==> src/rtl/rrc_pkg.sv <==
package rrc_pkg;

    typedef enum logic [2:0] {
        RS_IDLE     = 3'd0,
        RS_CHECK    = 3'd1,
        RS_REQ_PRE  = 3'd2,
        RS_WAIT_RP  = 3'd3,
        RS_REQ_REF  = 3'd4,
        RS_WAIT_RFC = 3'd5
    } rank_state_e;

    typedef enum logic [1:0] {
        CMD_NOP  = 2'b00,
        CMD_PREA = 2'b01,
        CMD_REF  = 2'b10
    } cmd_op_e;

    typedef enum logic [1:0] {
        PWR_IDLE    = 2'b00,
        PWR_ACTIVE  = 2'b01,
        PWR_REFRESH = 2'b10
    } pwr_e;

    typedef struct packed {
        logic    req;
        cmd_op_e op;
    } rank_req_t;

    function automatic int unsigned width_of(input int unsigned v);
        return (v <= 1) ? 1 : $clog2(v);
    endfunction

    function automatic int unsigned max2(input int unsigned a, input int unsigned b);
        return (a > b) ? a : b;
    endfunction

endpackage

==> src/rtl/rrc_interval.sv <==
module rrc_interval
    import rrc_pkg::*;
#(
    parameter int unsigned REFI_TICKS = 7800
) (
    input  logic clk,
    input  logic rst,
    input  logic tick,
    input  logic take,
    output logic due
);
    localparam int unsigned CW = width_of(REFI_TICKS);
    localparam logic [CW-1:0] LAST = CW'(REFI_TICKS - 1);

    logic [CW-1:0] count;
    logic          owed;
    logic          expire;

    assign expire = tick && (count == LAST);
    assign due    = owed || expire;

    always_ff @(posedge clk) begin
        if (rst) begin
            count <= '0;
            owed  <= 1'b0;
        end else begin
            if (tick) begin
                count <= expire ? '0 : count + 1'b1;
            end
            owed <= due && !take;
        end
    end
endmodule

==> src/rtl/rrc_rank_fsm.sv <==
module rrc_rank_fsm
    import rrc_pkg::*;
#(
    parameter int unsigned BANKS = 8,
    parameter int unsigned T_RP  = 15,
    parameter int unsigned T_RFC = 280
) (
    input  logic             clk,
    input  logic             rst,
    input  logic             due,
    input  logic [BANKS-1:0] bank_open,
    input  logic             grant,
    output rank_req_t        request,
    output logic             is_idle,
    output pwr_e             pwr
);
    localparam int unsigned TW = width_of(max2(T_RP, T_RFC) + 1);
    localparam logic [TW-1:0] RP_LOAD  = TW'(T_RP);
    localparam logic [TW-1:0] RFC_LOAD = TW'(T_RFC);

    rank_state_e   state;
    logic [TW-1:0] timer;
    logic          any_open;
    logic          timer_done;

    assign any_open   = |bank_open;
    assign timer_done = (timer <= TW'(1));
    assign is_idle    = (state == RS_IDLE);

    always_ff @(posedge clk) begin
        if (rst) begin
            state <= RS_IDLE;
            timer <= '0;
        end else begin
            case (state)
                RS_IDLE: begin
                    if (due) state <= RS_CHECK;
                end
                RS_CHECK: begin
                    state <= any_open ? RS_REQ_PRE : RS_REQ_REF;
                end
                RS_REQ_PRE: begin
                    if (grant) begin
                        state <= RS_WAIT_RP;
                        timer <= RP_LOAD;
                    end
                end
                RS_WAIT_RP: begin
                    if (timer_done) state <= RS_REQ_REF;
                    else            timer <= timer - 1'b1;
                end
                RS_REQ_REF: begin
                    if (grant) begin
                        state <= RS_WAIT_RFC;
                        timer <= RFC_LOAD;
                    end
                end
                RS_WAIT_RFC: begin
                    if (timer_done) state <= RS_IDLE;
                    else            timer <= timer - 1'b1;
                end
                default: state <= RS_IDLE;
            endcase
        end
    end

    always_comb begin
        request.req = 1'b0;
        request.op  = CMD_NOP;
        if (state == RS_REQ_PRE) begin
            request.req = 1'b1;
            request.op  = CMD_PREA;
        end else if (state == RS_REQ_REF) begin
            request.req = 1'b1;
            request.op  = CMD_REF;
        end
    end

    always_comb begin
        if (state == RS_REQ_REF || state == RS_WAIT_RFC) pwr = PWR_REFRESH;
        else if (any_open)                              pwr = PWR_ACTIVE;
        else                                            pwr = PWR_IDLE;
    end
endmodule

==> src/rtl/rrc_cmd_arbiter.sv <==
module rrc_cmd_arbiter
    import rrc_pkg::*;
#(
    parameter int unsigned N = 4
) (
    input  rank_req_t [N-1:0]       requests,
    input  logic                    cmd_ready,
    output logic                    cmd_valid,
    output cmd_op_e                 cmd_op,
    output logic [width_of(N)-1:0]  cmd_rank,
    output logic [N-1:0]            grant
);
    localparam int unsigned RW = width_of(N);

    always_comb begin
        cmd_valid = 1'b0;
        cmd_op    = CMD_NOP;
        cmd_rank  = '0;
        grant     = '0;
        for (int i = N - 1; i >= 0; i--) begin
            if (requests[i].req) begin
                cmd_valid = 1'b1;
                cmd_op    = requests[i].op;
                cmd_rank  = RW'(i);
            end
        end
        if (cmd_valid && cmd_ready) begin
            grant[cmd_rank] = 1'b1;
        end
    end
endmodule

==> src/rtl/rank_refresh_ctrl.sv <==
module rank_refresh_ctrl
    import rrc_pkg::*;
#(
    parameter int unsigned NUM_RANKS      = 4,
    parameter int unsigned BANKS_PER_RANK = 8,
    parameter int unsigned T_RP           = 15,
    parameter int unsigned T_RFC          = 280,
    parameter int unsigned REFI_TICKS     = 7800,
    localparam int unsigned RANK_W        = width_of(NUM_RANKS)
) (
    input  logic                                clk,
    input  logic                                rst,
    input  logic [NUM_RANKS-1:0]                ref_tick,
    input  logic [NUM_RANKS*BANKS_PER_RANK-1:0] bank_open,
    input  logic                                cmd_ready,
    output logic                                cmd_valid,
    output logic [1:0]                          cmd_op,
    output logic [RANK_W-1:0]                   cmd_rank,
    output logic [NUM_RANKS-1:0]                rank_avail,
    output logic [2*NUM_RANKS-1:0]              rank_pwr
);
    rank_req_t [NUM_RANKS-1:0] rank_req;
    logic      [NUM_RANKS-1:0] rank_grant;
    logic      [NUM_RANKS-1:0] rank_due;
    logic      [NUM_RANKS-1:0] rank_idle;
    cmd_op_e                   arb_op;

    for (genvar r = 0; r < NUM_RANKS; r++) begin : g_rank
        pwr_e pwr_r;

        rrc_interval #(
            .REFI_TICKS(REFI_TICKS)
        ) i_interval (
            .clk (clk),
            .rst (rst),
            .tick(ref_tick[r]),
            .take(rank_idle[r]),
            .due (rank_due[r])
        );

        rrc_rank_fsm #(
            .BANKS(BANKS_PER_RANK),
            .T_RP (T_RP),
            .T_RFC(T_RFC)
        ) i_fsm (
            .clk      (clk),
            .rst      (rst),
            .due      (rank_due[r]),
            .bank_open(bank_open[r*BANKS_PER_RANK +: BANKS_PER_RANK]),
            .grant    (rank_grant[r]),
            .request  (rank_req[r]),
            .is_idle  (rank_idle[r]),
            .pwr      (pwr_r)
        );

        assign rank_avail[r]       = rank_idle[r];
        assign rank_pwr[2*r +: 2]  = pwr_r;
    end

    rrc_cmd_arbiter #(
        .N(NUM_RANKS)
    ) i_arb (
        .requests (rank_req),
        .cmd_ready(cmd_ready),
        .cmd_valid(cmd_valid),
        .cmd_op   (arb_op),
        .cmd_rank (cmd_rank),
        .grant    (rank_grant)
    );

    assign cmd_op = arb_op;
endmodule

==> config.mk <==
export PLATFORM = sky130hd
export DESIGN_NAME = rank_refresh_ctrl
export DESIGN_NICKNAME = d
export VERILOG_FILES = /design/src/rtl/rrc_pkg.sv /design/src/rtl/rrc_interval.sv /design/src/rtl/rrc_rank_fsm.sv /design/src/rtl/rrc_cmd_arbiter.sv /design/src/rtl/rank_refresh_ctrl.sv
export SDC_FILE = /design/constraint.sdc
export NUM_CORES = 1
export LEC_CHECK = 0
export BUFFER_PORTS_ARGS = -buffer_cell sky130_fd_sc_hd__buf_2
export CAP_MARGIN = 15
export CORE_ASPECT_RATIO = 0.7
export CORE_MARGIN = 1
export CORE_UTILIZATION = 35
export CTS_CLUSTER_SIZE = 40
export DETAILED_ROUTE_END_ITERATION = 12
export HOLD_SLACK_MARGIN = 0.1
export PLACE_DENSITY = 0.61
export SYNTH_ARGS = -nofsm -noshare
export SYNTH_HDL_FRONTEND = slang
export SYNTH_SLANG_ARGS = --single-unit
export TNS_END_PERCENT = 20
==> constraint.sdc <==
create_clock -name clk -period 2.9 [get_ports clk]
set_clock_uncertainty 0.1 [all_clocks]
set_input_delay 0.29 -clock clk [delete_from_list [all_inputs] [get_ports clk]]
set_output_delay 0.29 -clock clk [all_outputs]
set_load 0.01 [all_outputs]
### After elaboration in Yosys (flattened, before gate mapping)

Index checks and enable logic that the tools add are counted.

| operators by class | value |
|---|---|
| add/sub/neg operators | 8 |
| $lt $le $gt $ge | 6 |
| equality and inequality tests | 48 |
| multiplexer cells | 79 |
| reduce and logical (&&, ||, !) cells | 46 |

Operator list:

| kind | number |
|---|---|
| 9-bit 2-to-1 mux | 12 |
| 9-bit case mux with 3 select lines | 4 |
| 3-bit 2-to-1 mux | 32 |
| 3-bit case mux with 6 select lines | 4 |
| 13-bit by 1-bit adder with 13-bit output, second input constant | 4 |
| 13-bit equality test, second input constant | 4 |
| 13-bit 2-to-1 mux | 4 |
| 9-bit by 1-bit less-or-equal comparator with 1-bit output, second input constant | 4 |
| 9-bit by 1-bit subtractor with 9-bit output, second input constant | 4 |
| 2-bit by 1-bit != test with 1-bit output, second input constant | 16 |
| 8-bit OR reduction | 4 |
| 3-bit by 2-bit equality test with 1-bit output, second input constant | 8 |
| 3-bit equality test, second input constant | 8 |
| 2-bit 2-to-1 mux | 12 |
| 5-bit AND reduction | 4 |
| 2-bit != test, second input constant | 8 |
| 4-bit AND reduction | 4 |
| 3-bit by 1-bit equality test with 1-bit output, second input constant | 4 |
| 3-bit logical NOT | 4 |
| 3-bit nonzero test | 4 |
| 1-bit logical AND | 10 |
| 1-bit 2-to-1 mux | 9 |
| 1-bit logical OR | 8 |
| 2-bit OR reduction | 4 |
| other kinds (5) | 8 |

| word-level totals | value |
|---|---|
| register bits | 104 |
| input port bits | 39 |
| word-level logic and storage cells | 203 |

### Depth between registers and ports, before layout

| depth | value |
|---|---|
| word-level depth | 14 |
| depth in mapped cells | 8 |
| gate-level depth less buffers | 7 |

### Cells and area by module

From an unflattened synthesis, not the netlist that was laid out.

| second synthesis, totals | value |
|---|---|
| cells, all modules | 755 |
| area, all modules | 6429.9 um2 |

By module, submodules not included:

| module | times used | cells an instance | area each (um2) | seq. area each (um2) |
|---|---|---|---|---|
| rrc_rank_fsm at g_rank[0].i_fsm ... | 3 | 116 | 979.7 | 240.2 |
| rrc_interval | 4 | 70 | 629.4 | 280.3 |
| rrc_rank_fsm at g_rank[3].i_fsm | 1 | 108 | 864.6 | 240.2 |
| rrc_cmd_arbiter | 1 | 19 | 108.9 | 0.0 |

### Least setup slack after synthesis

OpenSTA, ideal clock, no wires.

| path | value |
|---|---|
| path type | register to register |
| start | register g_rank[3].i_fsm.timer[4] |
| end | register g_rank[3].i_fsm.timer[4] |
| setup time | 0.119 ns |
| data arrival time | 1.650 ns |
| data required time | 2.681 ns |
| slack | 1.031 ns |
| stages on the path, launching flop included | 7 |
| buffers on the path | 1 |
| period minus slack after synthesis | 1.869 ns |
| cell sequence | dfxtp_1 > nor4_1 > and4b_1 > a2bb2oi_2 > buf_4 > a21oi_1 > o221a_2 |

| between the ends | value |
|---|---|
| longest elaborated chain between the ends | 3 |

RTL lines:

| what | RTL line | RTL |
|---|---|---|
| from (decl) | rrc_rank_fsm.sv:22 | `logic [TW-1:0] timer;` |
| from (signal assigned) | rrc_rank_fsm.sv:50 | `else timer <= timer - 1'b1;` |
| from (signal assigned) | rrc_rank_fsm.sv:60 | `else timer <= timer - 1'b1;` |
| 9-bit by 1-bit subtractor with 9-bit output or 9-bit by 1-bit less-or-equal comparator with 1-bit output (tied branches) | rrc_rank_fsm.sv:50, rrc_rank_fsm.sv:60, rrc_rank_fsm.sv:27 |  |
| 9-bit 2-to-1 mux or 2-bit != test (tied branches) | - |  |
| 9-bit case mux with 3 select lines or 4-bit AND reduction (tied branches) | - |  |

Parallel ways exist; a longest one is shown, timed or not. The select of a mux whose other input is x is not followed.
A chain may end at the register's enable or synchronous reset.

### Worst setup path in the final report

| path | value |
|---|---|
| start | register g_rank[3].i_fsm.state[1] |
| end | output port cmd_op[0] |

| between the ends | value |
|---|---|
| longest elaborated chain between the ends | 7 |

RTL lines:

| what | RTL line | RTL |
|---|---|---|
| from (decl) | rrc_rank_fsm.sv:21 | `rank_state_e state;` |
| from (signal assigned) | rrc_rank_fsm.sv:40 | `state <= any_open ? RS_REQ_PRE : RS_REQ_REF;` |
| 3-bit equality test | rrc_rank_fsm.sv:73 | `end else if (state == RS_REQ_REF) begin` |
| 3-bit 2-to-1 mux | rrc_rank_fsm.sv:73 |  |
| 3-bit 2-to-1 mux (*) | rrc_rank_fsm.sv:70 | `if (state == RS_REQ_PRE) begin` |
| 2-bit 2-to-1 mux (*) (4 in a row) | rrc_cmd_arbiter.sv:21 | `if (requests[i].req) begin` |
| to (decl) | rank_refresh_ctrl.sv:17 | `output logic [1:0] cmd_op,` |

Mark *: on every way between the ends. The rest lies on a longest branch, timed or not.

==> flow_metrics.py <==
metrics = {
    "critical_path": {
        "startpoint_type": "register",
        "crit-reg2reg-capture": "g_rank[3].i_fsm.timer[4]",
        "reg2reg_setup_slack_ps": 600,
        "r2r_cells": 5,
        "endpoint": "cmd_op[0]",
        "critPathCaptureType": "output port",
        "criticalPathCategory": "reg -> out",
        "crit_path_top_delay_cell": "dfxtp_1",
        "critical_path.n_buffers_inverters": 1,
        "worst-path-max-fanout": 11,
        "cp_cell_sequence": "nor3b_1, o21ai_0, a31oi_1, o22ai_1, a22oi_1, buf_2",
        "slowest_stage_delay_on_critical_path_ps": 540,
        "cp_data_arrival_time_ps": 2080,
        "path_depth": 6,
        "r2r-start": "g_rank[0].i_fsm.state[2]",
        "timing.critical_path.required_ps": 2510,
        "critical_path.top_delay_family": "compound AO/OA/AOI/OAI gates",
        "worst_setup_path_startpoint": "g_rank[3].i_fsm.state[1]",
    },
    "synth": {
        "dominantRegCellSynth": "dfxtp_1",
        "syn-cell-area_mm2": 0.00581,
        "synth.yosys.seq_area_share": 0.358,
        "syn_warnings": 0,
        "netlist_top_cells_area": "dfxtp_1 (36%), nor2_1 (6.8%), a21oi_1 (4.6%)",
        "synth_most_common_cell": "nor2_1",
        "ys_async_sr_fraction": 0,
        "ys_ff_latch": 104,
        "netlist_top_cells_count": "nor2_1 (106), dfxtp_1 (104), nand2_1 (69), a21oi_1 (54), o21ai_0 (39)",
        "synth_enable_flop_cells": 0,
        "mappedNetlistNets": 782,
        "syn-instance-count": 731,
        "synth_largest_area_cell": "dfxtp_1",
        "synth_top_area_share": 0.358,
        "postSynthAreaPerCell_um2": 7.95,
        "yosysUniqueCellTypes": 77,
    },
    "finish": {
        "synthToLayoutAreaGrowth_pct": 13.1,
        "antenna-diode-count": 0,
        "fin_util": 0.404,
        "multiInputGateArea_mm2": 0.00352,
        "seqCellArea_mm2": 0.00208,
        "layout-drive-gt1-share": 0.136,
        "design.final.nets": 827,
        "num-fill-cells": 1668,
        "layoutNonFillerInstCount": 1006,
    },
    "clocking": {
        "clockRootBuffer": "clkbuf_16",
        "clock_insertion_delay_worst_skew_ps": 350,
        "total_clock_buffers_created_by_cts": 9,
        "postCtsSetupBuffers": 0,
        "cts.reportedPaths.clkPinSlew_ps": 70,
        "clock_tree_from_tritoncts": "done",
        "cells_resized_by_post_cts_repair": 0,
        "h_tree_level_count": 3,
        "cts_hold_buffers": 0,
        "clock_path_buffers": 2,
        "cts_sinks": 104,
    },
    "power": {
        "irDropWorstVdd_uv": 246,
        "power_w": 0.00271,
        "power_density_mw_per_mm2": 412,
        "total_leakage_power_nw": 2.31,
    },
    "sta": {
        "setup_total_negative_slack_ps": 0,
        "post-route-min-period_ps": 2470,
        "unrepaired_setup_endpoints_after_global_routing": "no",
        "finalMaxSlewViolations": 0,
        "setup_viol_count_final": 0,
        "layout_setup_ws_ps": 426,
        "final_hold_viol_count": 0,
        "timing.slew.headroom": 0.563,
        "worst_slew_pin_slew_ps": 650,
        "min_period_over_period": 0.853,
        "achievable-frequency_ghz": 0.404,
    },
    "detailed_routing": {
        "detailroute.via_count": 5184,
        "first_pass_iters": 5,
        "vias_per_cell": 5.15,
        "drt-initial-drc-count": 385,
        "wl_per_cell_um": 13.4,
        "drtAntennaViolNets": 0,
        "drt_wl_total_mm": 13.5,
        "post-route-drc-count": 0,
    },
    "placed_design": {
        "preCtsSetupSlack_ps": 634,
        "dp.final_hpwl_mm": 9.97,
        "post-place-cells": 990,
        "numPortBuffers": 55,
        "gp_congestion": 0.826,
    },
    "hold_path": {
        "hold_path_class": "in -> reg",
    },
    "global_routing": {
        "grt_first_pass_wirelength_mm": 21.3,
        "grt_start_max_net_pins": 40,
        "antenna_violations_before_repair": 0,
        "global_route.peak_usage_layer": "met1",
        "met2_track_utilization_from_global_routing": 0.219,
        "via_count_of_the_first_global_routing_pass": 4192,
        "globalRouteOverflowTotal": 0,
        "met3_usage": 0.0315,
        "track_usage": 0.158,
        "gr-usage-met1": 0.244,
    },
    "die": {
        "chipHeight_um": 110,
        "pin_count": 56,
        "fp.dieW_um": 156,
        "coreArea_mm2": 0.0163,
        "floorplan.die_area_mm2": 0.0171,
        "floorplan.initialDensity": 0.357,
        "row_count": 39,
    },
    "run_status": {
        "status": "finished clean",
    },
    "flow_run": {
        "drv_cap": 0,
    },
}
flip-flops by register name, summed over array words and instances (netlist names):
register / cells
g_rank.i_interval.owed: 4
g_rank.i_fsm.timer: 36
g_rank.i_fsm.state: 12
g_rank.i_interval.count: 52
cell families (layout without fill, tap and decap cells):
kind of cell    after synthesis  count (layout)  share of synthesized area
compound gates              172             172                      0.202
xor+xnor                     48              48                     0.0736
fa+ha+maj                    13              13                     0.0275
buf+inv                      51             101                     0.0370
flops                       104             104                      0.358
mux                           2               2                    0.00344
simple gates                341             341                      0.299
worst min-delay path by stage:
stage | startpoint | to | slack (ps) | cells past startpoint
6_report | ref_tick[1] | g_rank[1].i_interval.count[0] | 150 | 3
5_1_grt | ref_tick[1] | g_rank[1].i_interval.count[0] | 160 | 3
4_1_cts | ref_tick[1] | g_rank[1].i_interval.count[0] | 140 | 3
3_5_place_dp | g_rank[1].i_interval.owed | g_rank[1].i_interval.owed | 360 | 2
3_3_place_gp | g_rank[1].i_interval.owed | g_rank[1].i_interval.owed | 350 | 2
2_1_floorplan | ref_tick[1] | g_rank[1].i_interval.count[0] | 330 | 2
power by group:
group | switching, W | leakage [nW] | internal, W
registers | 0.00000995 | 0.839 | 0.00144
clock network | 0.000550 | 0.128 | 0.000604
logic | 0.0000654 | 1.35 | 0.0000449
cell usage in the layout (no fill, tap or decap), drive strengths merged, types with 4 or more instances in the layout:
| master | instances |
|---|---|
| a211oi | 12 |
| nor3b | 7 |
| clkinv | 4 |
| xnor2 | 19 |
| o31a | 4 |
| nor3 | 21 |
| dfxtp | 104 |
| inv | 19 |
| a2bb2oi | 4 |
| nand3b | 6 |
| a21oi | 55 |
| or4 | 6 |
| buf | 64 |
| clkbuf | 11 |
| o21ai | 39 |
| nand2b | 21 |
| nor2 | 106 |
| a31oi | 7 |
| ha | 12 |
| and3 | 7 |
| nand3 | 22 |
| or3 | 8 |
| nand2 | 69 |
| nand4 | 15 |
| xor2 | 29 |
| and2 | 6 |
| o22ai | 8 |
| o211ai | 5 |
| nor4 | 19 |
| or2 | 5 |
| a32o | 4 |
| nor2b | 6 |
metal layers:
layer  up-vias  wire length, µm
met1      2367             7520
met5         -                0
li1       2714                -
met4         0              106
met3         9              511
met2        94             5320
per-stage QoR:
stage | cell area (µm²) | hold WS [ps]
2_1_floorplan | 5810 | 326
3_3_place_gp | 6300 | 354
3_5_place_dp | 6300 | 359
4_1_cts | 6580 | 137
5_1_grt | 6580 | 157
6_report | 6580 | 150
worst min-delay path, delay by kind of cell:
family	cells	cell delay (ps)
buffers and inverters	1	140
AOI/OAI and AO/OA	1	50
and+or+nand+nor	1	70
cell type report:
class                           count  share of cell area
Inverter                           21              0.0120
Sequential cell                   104               0.317
Clock buffer                       11              0.0369
Clock inverter                      5             0.00495
Timing Repair Buffer               64              0.0521
Multi-Input combinational cell    576               0.535
Tap cell                          225              0.0428
Note: power is estimated with default switching activity, not from simulation.
